--- src/rtl/spi_frame_pkg.sv ---
package spi_frame_pkg;

  typedef enum logic [1:0] {
    PH_IDLE  = 2'd0,
    PH_SETUP = 2'd1,
    PH_HIGH  = 2'd2,
    PH_TRAIL = 2'd3
  } phase_e;

  // word index (byte offset >> 1) of each register
  localparam logic [2:0] IDX_CFG   = 3'd0;
  localparam logic [2:0] IDX_DIV   = 3'd1;
  localparam logic [2:0] IDX_CMD   = 3'd2;
  localparam logic [2:0] IDX_FLAGS = 3'd3;
  localparam logic [2:0] IDX_TXLO  = 3'd4;
  localparam logic [2:0] IDX_TXHI  = 3'd5;
  localparam logic [2:0] IDX_RXLO  = 3'd6;
  localparam logic [2:0] IDX_RXHI  = 3'd7;

  // half-period length in bus cycles for a divider setting
  function automatic int unsigned half_cycles(input int unsigned div);
    return div + 1;
  endfunction

  // cycles from start-command edge until the frame is back to idle
  function automatic int unsigned frame_cycles(input int unsigned nbits,
                                               input int unsigned div);
    return (2 * nbits + 1) * half_cycles(div);
  endfunction

endpackage

--- src/rtl/spi_clk_div.sv ---
module spi_clk_div #(
  parameter int DIV_W = 4
) (
  input  logic             clk,
  input  logic             rst_n,
  input  logic             busy,
  input  logic             en,
  input  logic [DIV_W-1:0] div,
  output logic             half_tick
);

  logic [DIV_W-1:0] cnt_q;

  assign half_tick = busy && en && (cnt_q == div);

  always_ff @(posedge clk or negedge rst_n) begin
    if (!rst_n) begin
      cnt_q <= '0;
    end else if (!busy) begin
      cnt_q <= '0;
    end else if (en) begin
      cnt_q <= (cnt_q == div) ? '0 : cnt_q + 1'b1;
    end
  end

endmodule

--- src/rtl/spi_shift_engine.sv ---
module spi_shift_engine
  import spi_frame_pkg::*;
#(
  parameter int DATA_W = 32,
  parameter int LEN_W  = 5
) (
  input  logic              clk,
  input  logic              rst_n,
  input  logic              start,
  input  logic              duplex_in,
  input  logic [LEN_W-1:0]  len_m1,
  input  logic [DATA_W-1:0] tx_word,
  input  logic              half_tick,
  input  logic              miso,
  output logic              busy,
  output logic              sclk,
  output logic              mosi,
  output logic              done,
  output logic              duplex,
  output logic [DATA_W-1:0] rx_word
);

  phase_e            phase_q;
  logic [DATA_W-1:0] tx_sh_q;
  logic [DATA_W-1:0] rx_sh_q;
  logic [LEN_W-1:0]  left_q;
  logic              dup_q;

  assign busy    = (phase_q != PH_IDLE);
  assign sclk    = (phase_q == PH_HIGH);
  assign mosi    = tx_sh_q[DATA_W-1];
  assign done    = half_tick && (phase_q == PH_TRAIL);
  assign duplex  = dup_q;
  assign rx_word = rx_sh_q;

  always_ff @(posedge clk or negedge rst_n) begin
    if (!rst_n) begin
      phase_q <= PH_IDLE;
      tx_sh_q <= '0;
      rx_sh_q <= '0;
      left_q  <= '0;
      dup_q   <= 1'b0;
    end else if (start) begin
      phase_q <= PH_SETUP;
      tx_sh_q <= tx_word;
      rx_sh_q <= '0;
      left_q  <= len_m1;
      dup_q   <= duplex_in;
    end else if (half_tick) begin
      unique case (phase_q)
        PH_SETUP: begin
          phase_q <= PH_HIGH;
          rx_sh_q <= {rx_sh_q[DATA_W-2:0], miso};
        end
        PH_HIGH: begin
          if (left_q == '0) begin
            phase_q <= PH_TRAIL;
          end else begin
            phase_q <= PH_SETUP;
            tx_sh_q <= {tx_sh_q[DATA_W-2:0], 1'b0};
            left_q  <= left_q - 1'b1;
          end
        end
        PH_TRAIL: phase_q <= PH_IDLE;
        default:  phase_q <= PH_IDLE;
      endcase
    end
  end

endmodule

--- src/rtl/spi_cs_decode.sv ---
module spi_cs_decode #(
  parameter int NUM_CS = 5,
  parameter int ADDR_W = 3
) (
  input  logic              active,
  input  logic [ADDR_W-1:0] dev,
  output logic [NUM_CS-1:0] cs_n
);

  for (genvar i = 0; i < NUM_CS; i++) begin : g_sel
    assign cs_n[i] = !(active && (dev == ADDR_W'(i)));
  end

endmodule

--- src/rtl/spi_frame_master.sv ---
module spi_frame_master
  import spi_frame_pkg::*;
#(
  parameter int REG_W  = 16,
  parameter int DATA_W = 32,
  parameter int LEN_W  = 5,
  parameter int ADDR_W = 3,
  parameter int DIV_W  = 4,
  parameter int NUM_CS = 5,
  parameter int BUS_AW = 4
) (
  input  logic              clk,
  input  logic              rst_n,
  input  logic              bus_sel,
  input  logic              bus_we,
  input  logic [BUS_AW-1:0] bus_addr,
  input  logic [REG_W-1:0]  bus_wdata,
  output logic [REG_W-1:0]  bus_rdata,
  output logic              sclk,
  output logic              mosi,
  input  logic              miso,
  output logic [NUM_CS-1:0] cs_n,
  output logic              irq
);

  // command field positions
  localparam int LEN_LO = 2;
  localparam int LEN_HI = LEN_LO + LEN_W - 1;
  localparam int DEV_LO = LEN_HI + 1;
  localparam int DEV_HI = DEV_LO + ADDR_W - 1;
  localparam int CMD_RB = DEV_HI + 1;
  // config bit positions
  localparam int CFG_EN    = 0;
  localparam int CFG_MWE   = 4;
  localparam int CFG_MRE   = 5;

  logic [2:0] widx;
  assign widx = bus_addr[BUS_AW-1:1];

  logic wr_strobe;
  assign wr_strobe = bus_sel && bus_we;

  logic unused_addr_lsb;
  assign unused_addr_lsb = bus_addr[0];

  // register state
  logic              clk_en, mask_we, mask_re;
  logic [DIV_W-1:0]  div_q;
  logic [DATA_W-1:0] tx_q, rx_q;
  logic [LEN_W-1:0]  len_q;
  logic [ADDR_W-1:0] dev_q;
  logic              flag_we, flag_re;

  // internal events
  logic busy, half_tick, frame_start, frame_done, cmd_write, cur_duplex;
  logic [DATA_W-1:0] rx_word;

  assign cmd_write   = wr_strobe && (widx == IDX_CMD);
  assign frame_start = cmd_write && (bus_wdata[0] || bus_wdata[1]) && !busy;

  always_ff @(posedge clk or negedge rst_n) begin
    if (!rst_n) begin
      clk_en  <= 1'b0;
      mask_we <= 1'b0;
      mask_re <= 1'b0;
      div_q   <= '0;
      tx_q    <= '0;
    end else if (wr_strobe) begin
      unique case (widx)
        IDX_CFG: begin
          clk_en  <= bus_wdata[CFG_EN];
          mask_we <= bus_wdata[CFG_MWE];
          mask_re <= bus_wdata[CFG_MRE];
        end
        IDX_DIV:  div_q <= bus_wdata[DIV_W-1:0];
        IDX_TXLO: tx_q[REG_W-1:0] <= bus_wdata;
        IDX_TXHI: tx_q[DATA_W-1:REG_W] <= bus_wdata;
        default: ;
      endcase
    end
  end

  always_ff @(posedge clk or negedge rst_n) begin
    if (!rst_n) begin
      len_q   <= '0;
      dev_q   <= '0;
      flag_we <= 1'b0;
      flag_re <= 1'b0;
      rx_q    <= '0;
    end else if (frame_start) begin
      len_q   <= bus_wdata[LEN_HI:LEN_LO];
      dev_q   <= bus_wdata[DEV_HI:DEV_LO];
      flag_we <= 1'b0;
      flag_re <= 1'b0;
    end else if (frame_done) begin
      flag_we <= 1'b1;
      flag_re <= cur_duplex;
      if (cur_duplex) rx_q <= rx_word;
    end
  end

  spi_clk_div #(.DIV_W(DIV_W)) u_div (
    .clk       (clk),
    .rst_n     (rst_n),
    .busy      (busy),
    .en        (clk_en),
    .div       (div_q),
    .half_tick (half_tick)
  );

  spi_shift_engine #(.DATA_W(DATA_W), .LEN_W(LEN_W)) u_eng (
    .clk       (clk),
    .rst_n     (rst_n),
    .start     (frame_start),
    .duplex_in (bus_wdata[0]),
    .len_m1    (bus_wdata[LEN_HI:LEN_LO]),
    .tx_word   (tx_q),
    .half_tick (half_tick),
    .miso      (miso),
    .busy      (busy),
    .sclk      (sclk),
    .mosi      (mosi),
    .done      (frame_done),
    .duplex    (cur_duplex),
    .rx_word   (rx_word)
  );

  spi_cs_decode #(.NUM_CS(NUM_CS), .ADDR_W(ADDR_W)) u_cs (
    .active (busy),
    .dev    (dev_q),
    .cs_n   (cs_n)
  );

  assign irq = (flag_we && !mask_we) || (flag_re && !mask_re);

  always_comb begin
    bus_rdata = '0;
    unique case (widx)
      IDX_CFG: begin
        bus_rdata[CFG_EN]  = clk_en;
        bus_rdata[CFG_MWE] = mask_we;
        bus_rdata[CFG_MRE] = mask_re;
      end
      IDX_DIV:   bus_rdata[DIV_W-1:0] = div_q;
      IDX_CMD:   bus_rdata[CMD_RB-1:LEN_LO] = {dev_q, len_q};
      IDX_FLAGS: bus_rdata[1:0] = {flag_we, flag_re};
      IDX_TXLO:  bus_rdata = tx_q[REG_W-1:0];
      IDX_TXHI:  bus_rdata = tx_q[DATA_W-1:REG_W];
      IDX_RXLO:  bus_rdata = rx_q[REG_W-1:0];
      IDX_RXHI:  bus_rdata = rx_q[DATA_W-1:REG_W];
      default:   bus_rdata = '0;
    endcase
  end

endmodule

--- config.mk ---
export PLATFORM = sky130hd
export DESIGN_NAME = spi_frame_master
export DESIGN_NICKNAME = d
export VERILOG_FILES = /design/src/rtl/spi_frame_pkg.sv /design/src/rtl/spi_clk_div.sv /design/src/rtl/spi_shift_engine.sv /design/src/rtl/spi_cs_decode.sv /design/src/rtl/spi_frame_master.sv
export SDC_FILE = /design/constraint.sdc
export NUM_CORES = 1
export LEC_CHECK = 0
export ABC_CLOCK_PERIOD_IN_PS = 2200
export CORE_MARGIN = 2
export CORE_UTILIZATION = 30
export CTS_BUF_LIST = sky130_fd_sc_hd__clkbuf_4
export DETAILED_ROUTE_END_ITERATION = 12
export GPL_TIMING_DRIVEN = 0
export SYNTH_ARGS = -nofsm -noshare
export SYNTH_HDL_FRONTEND = slang
export SYNTH_SLANG_ARGS = --single-unit
--- constraint.sdc ---
create_clock -name clk -period 2.2 [get_ports clk]
set_input_delay 0.22 -clock clk [delete_from_list [all_inputs] [get_ports clk]]
set_output_delay 0.22 -clock clk [all_outputs]
set_load 0.03 [all_outputs]
# Word-level counts from Yosys, hierarchy flattened
# Cells that the tools add are included.
[op_classes]
add_sub_neg = 2
n_eq_ne = 17
muxes = 28
bitwise = 1
n_reduce_logical = 39
[op_table]
columns = ["operator", "count"]
rows = [
  ["$mux W32", 7],
  ["$pmux W2 S6", 2],
  ["$pmux W6 S4", 1],
  ["$mux W5", 4],
  ["$pmux W4 S5", 1],
  ["$eq A3 B3 Y1 const B", 5],
  ["$logic_and A1 B1 Y1", 14],
  ["$eq A3 B2 Y1 const B", 4],
  ["$mux W4", 3],
  ["$reduce_and A2 Y1", 5],
  ["$reduce_bool A2 Y1", 5],
  ["$logic_not A1 Y1", 8],
  ["$pmux W1 S7", 1],
  ["$eq A3 B1 Y1 const B", 2],
  ["$logic_not A3 Y1", 2],
  ["$mux W2", 3],
  ["$pmux W1 S6", 1],
  ["$reduce_and A3 Y1", 2],
  ["$logic_not A5 Y1", 1],
  ["$sub A5 B1 Y5 const B", 1],
  ["$add A4 B1 Y4 const B", 1],
  ["$eq A2 B2 Y1 const B", 2],
  ["$eq A4 B4 Y1", 1],
  ["$mux W1", 4],
  ["5 further kinds", 7],
]
[totals]
register_bits = 157
in_bits = 25
out_inout_bits = 24
word_cells = 104

# Longest topological paths before layout
[depth]
ltp_word = 6
mapped_depth = 9
depth_no_buf = 7

# Hierarchy
# From an unflattened synthesis, not the netlist that was laid out.
[unflattened]
hier_cells = 660
area_unflattened_um2 = 7473.4
[modules_own_cells]
columns = ["module", "instances", "cells_each", "area_each_um2", "seq_area_each_um2"]
rows = [
  ["spi_frame_master", 1, 253, 3777.4, 2026.9],
  ["spi_shift_engine", 1, 375, 3387.0, 1801.7],
  ["spi_clk_div", 1, 27, 256.5, 100.1],
  ["spi_cs_decode", 1, 5, 52.6, 0.0],
]

# Worst setup path before layout
# Ideal clock, no wire load.
[synth_timing]
kind = "register -> register"
startpoint = "register u_eng.left_q[0]"
endpoint = "register u_eng.tx_sh_q[28]"
setup_ps = 134
arrival_time_ps = 1896
required_time_ps = 2066
setup_slack_ps = 170
path_stages_with_launch = 10
n_path_buf = 2
period_less_slack_ps = 2030
path_cell_list = "dfrtp_1 inv_1 ha_1 or4b_1 and3_1 clkbuf_1 nand2_4 buf_4 mux2i_1 o21ai_0"
[synth_via]
elab_chain_cells = 3
[synth_rtl]
columns = ["element", "line_no", "text"]
rows = [
  ["start, declared", "spi_shift_engine.sv:26", "logic [LEN_W-1:0] left_q;"],
  ["start signal, assigned", "spi_shift_engine.sv:47", "left_q <= len_m1;"],
  ["start signal, assigned", "spi_shift_engine.sv:61", "left_q <= left_q - 1'b1;"],
  ["$logic_not A5 Y1", "spi_shift_engine.sv:56", "if (left_q == '0) begin"],
  ["$ne A2 B2 Y1 (no source line)", "--", ""],
  ["$reduce_and A3 Y1 (no source line)", "--", ""],
  ["end signal, assigned", "spi_shift_engine.sv:45", "tx_sh_q <= tx_word;"],
  ["end signal, assigned", "spi_shift_engine.sv:60", "tx_sh_q <= {tx_sh_q[DATA_W-2:0], 1'b0};"],
  ["end, declared", "spi_shift_engine.sv:24", "logic [DATA_W-1:0] tx_sh_q;"],
]
# No other way between the ends.
# A chain may end at the register's enable or synchronous reset.

# Final worst setup path
[layout_timing]
startpoint = "register tx_q[10]"
endpoint = "output bus_rdata[10]"
[layout_via]
elab_chain_cells = 1
[layout_rtl]
columns = ["element", "line_no", "text"]
rows = [
  ["start, declared", "spi_frame_master.sv:49", "logic [DATA_W-1:0] tx_q, rx_q;"],
  ["start signal, assigned by index", "spi_frame_master.sv:76", "IDX_TXLO: tx_q[REG_W-1:0] <= bus_wdata;"],
  ["start signal, assigned by index", "spi_frame_master.sv:77", "IDX_TXHI: tx_q[DATA_W-1:REG_W] <= bus_wdata;"],
  ["$pmux W6 S4", "spi_frame_master.sv:138", "unique case (widx)"],
  ["end, declared", "spi_frame_master.sv:18", "output logic [REG_W-1:0] bus_rdata,"],
]
# No other way between the ends.

==> flow_metrics.env <==
export IMPL_grt_usage=0.144
export IMPL_wire_per_inst_um=16.6
export IMPL_required_ns=1.98
export IMPL_synth_edf_count=0
export IMPL_grt_pass1_wl_um=28400
export IMPL_fillers=2424
export IMPL_period_needed_ns=2.13
export IMPL_ys_flop_type="dfrtp_1"
export IMPL_clk_latency_ns=0.56
export IMPL_clock_sinks=157
export IMPL_power_frac_clock=0.197
export IMPL_drc_errors=0
export IMPL_ys_seq_area_frac=0.538
export IMPL_dp_hpwl_um=13100
export IMPL_holdWs_ns=0.153
export IMPL_cts_buffers=17
export IMPL_rr_worst_depth=8
export IMPL_dr_pass1_iters=4
export IMPL_grt_pass1_vias=5014
export IMPL_syn_cell_area_mm2=0.00730
export IMPL_fin_nets=756
export IMPL_synth_compound_gate_area_share=0.0818
export IMPL_cts_buffer_depth=2
export IMPL_synth_xor_area_share=0.00840
export IMPL_cap_violations=0
export IMPL_dp_slack_ns=-1.12
export IMPL_layout_area_overhead_vs_synth_pct=20.0
export IMPL_rows=57
export IMPL_endpoint_kind="primary output"
export IMPL_grt_max_degree=108
export IMPL_power_density_mw_per_mm2=949
export IMPL_synth_avg_cell_area_um2=11.5
export IMPL_hold_viol=0
export IMPL_dieArea_mm2=0.0256
export IMPL_finClkSkew_ns=0.0237
export IMPL_cts_root_buf="clkbuf_4"
export IMPL_cts_tree="done"
export IMPL_cp_max_fo=3
export IMPL_p_leak_nw=4.11
export IMPL_totalPowerFinal_mw=8.31
export IMPL_yosys_area_share_simple=0.117
export IMPL_async_flop_share=1.00
export IMPL_fmax_mhz=470
export IMPL_final_layout_size_suffix_gt1_frac=0.273
export IMPL_syn_inst=636
export IMPL_dpl_cell_area_mm2=0.00821
export IMPL_combPwrFrac=0.261
export IMPL_seq_power_share=0.542
export IMPL_synth_cell_types=44
export IMPL_vdd_ir_drop_max_uv=307
export IMPL_vias=4973
export IMPL_overflow=0
export IMPL_yosysWarningCount=0
export IMPL_antenna_found_initial=1
export IMPL_muxShareOfSynthArea=0.212
export IMPL_core_area_mm2=0.0241
export IMPL_globalplace_congestion=0.820
export IMPL_relSlewSlack=0.566
export IMPL_critPathLaunchType="flip-flop"
export IMPL_initial_utilization=0.303
export IMPL_r2r_start="u_eng.left_q[1]$_DFFE_PN0P_"
export IMPL_synthAdderAreaFrac=0.0103
export IMPL_final_max_slew_viol_count=0
export IMPL_synth_top_family_by_area="multiplexers"
export IMPL_worstMarginPinSlew_ns=0.649
export IMPL_criticalPathCategory="reg -> out"
export IMPL_pin_count=49
export IMPL_wl_um=17600
export IMPL_worst_slack_ns=0.0733
export IMPL_fin_area_mm2=0.00876
export IMPL_portBuffers=47
export IMPL_clk_pin_slew_ns=0.12
export IMPL_postSynthRegisterBits=157
export IMPL_cp_startpoint="tx_q[10]$_DFFE_PN0P_"
export IMPL_p_sw_frac=0.333
export IMPL_syn_num_nets=667
export IMPL_status="completed"
export IMPL_ant_nets=0
export IMPL_htree_levels=4
export IMPL_die_h_um=160
export IMPL_setup_viol=0
export IMPL_r2r_slack_ns=0.08
export IMPL_via_per_inst=4.69
export IMPL_hp_class="in -> async"
export IMPL_finalCritPeriodShare=0.967
export IMPL_critPathArrivalTime_ns=1.91
export IMPL_die_x_um=160
export IMPL_power_switching_mw=2.77
export IMPL_drt_iter0_drc=293
export IMPL_p_int_mw=5.54
==> cell usage after synthesis, drive strengths merged (4+ instances only) <==
master  number  area share
o211ai       6      0.0062
mux2        73        0.13
ha           6       0.010
nand2      139       0.073
o21ai       68       0.047
mux2i       37       0.051
nor2        11      0.0057
dfrtp      157        0.54
a21oi        8      0.0055
nand3       14       0.011
mux4        11       0.034
clkbuf      24       0.012
xor2         6      0.0072
nor2b        4      0.0034
inv          8      0.0041
and2         9      0.0077
a22o         6      0.0072
buf         17       0.016
==> power by group through the flow <==
stage          Clock, mW  Combinational (mW)  Sequential [mW]
3_3_place_gp           0                1.93             4.56
3_5_place_dp           0                1.99             4.58
4_1_cts             1.68                2.08             4.51
5_1_grt             1.80                2.43             4.64
6_report            1.64                2.17             4.50
2_1_floorplan          0                1.42             4.32
==> per-layer routing <==
| metal | GRT usage | routed length [um] | vias to the layer above |
|---|---|---|---|
| met3 | 0.0273 | 587 | 26 |
| met1 | 0.189 | 8090 | 2466 |
| li1 | - | - | 2404 |
| met2 | 0.231 | 8410 | 77 |
| met4 | 0.0688 | 518 | 0 |
| met5 | 0 | 0 | - |
==> stage by stage <==
step	TNS [ns]	instances	util
final	0	1060	0.363
after global routing	-0.000710	1060	0.363
after CTS	-0.00792	1049	0.357
after detailed placement	-59.56	1008	0.340
after global placement	-933.82	1007	0.339
after floorplan	0	636	-
==> critical path, stage by stage (launching register included) <==
cell and delay, ns:
dfrtp_1 0.44, mux4_2 0.46, and2_1 0.18, clkdlybuf4s15_2 0.28
==> layout by cell type (no fill, tap or decap), types with 3 or more instances in the layout <==
cell type,instances
dfrtp_1,156
nand2_1,138
o21ai_0,65
mux2_2,44
mux2i_1,35
mux2_4,29
buf_4,23
clkbuf_4,22
clkdlybuf4s50_1,21
buf_2,18
nand3_1,13
mux4_2,11
nor2_1,11
clkbuf_2,9
clkbuf_1,9
buf_6,8
and2_1,8
a21oi_1,7
dlygate4sd2_1,7
inv_1,6
a22o_1,6
o211ai_1,6
xor2_1,6
ha_1,4
clkdlybuf4s15_2,4
a31oi_1,3
a22oi_1,3
nor2b_1,3
nand2b_1,3
o21ai_1,3
clkinv_2,3
==> area by class of cell <==
type | count | area [um2] | area share
sequential | 157 | 3930 | 0.449
multi-input combinational | 430 | 3200 | 0.365
timing repair buffer | 71 | 657 | 0.0750
tap | 324 | 405 | 0.0463
buffer | 40 | 288 | 0.0329
clock buffer | 20 | 150 | 0.0171
clock inverter | 9 | 98.8 | 0.0113
inverter | 8 | 30.0 | 0.00343
antenna | 1 | 2.50 | 0.000286
==> cells by family after synthesis <==
| group | count (synthesis) |
|---|---|
| AND/OR/NAND/NOR | 192 |
| flip-flops | 157 |
| multiplexers | 121 |
| AO/OA/AOI/OAI | 104 |
| buffers and inverters | 49 |
| XOR/XNOR | 7 |
| adder cells (fa/ha/maj) | 6 |
==> what timing repair did <==
item | 4_1_cts | 5_1_grt
gates resized for setup | 116 | 38
hold buffers | 1 | 0
cloned | 0 | 2
setup endpoints to repair | 134 | 81
setup buffers | 11 | 9
hold endpoints to repair | 71 | 0
pin swaps | 3 | 3
==> state kept, by name, indices dropped and copies added (netlist names) <==
name / flops
u_eng.duplex: 1
u_eng.left_q: 5
clk_en: 1
div_q: 4
len_q: 5
u_eng.phase_q: 2
mask_we: 1
flag_re: 1
tx_q: 32
u_eng.tx_sh_q: 32
u_div.cnt_q: 4
rx_q: 32
flag_we: 1
u_eng.rx_word: 32
mask_re: 1
dev_q: 3
==> path summary, 6_finish.rpt <==
path                                                 endpoint
min in group clk                 u_eng.rx_word[0]$_DFFE_PN0P_
worst min register to register           len_q[3]$_DFFE_PN0P_
worst max-delay path                            bus_rdata[10]
worst min-delay path            u_eng.tx_sh_q[11]$_DFFE_PN0P_
max in group asynchronous            u_eng.duplex$_DFFE_PN0P_
worst max register to register  u_eng.tx_sh_q[26]$_DFFE_PN0P_
Power figures use the tool's default switching activity.
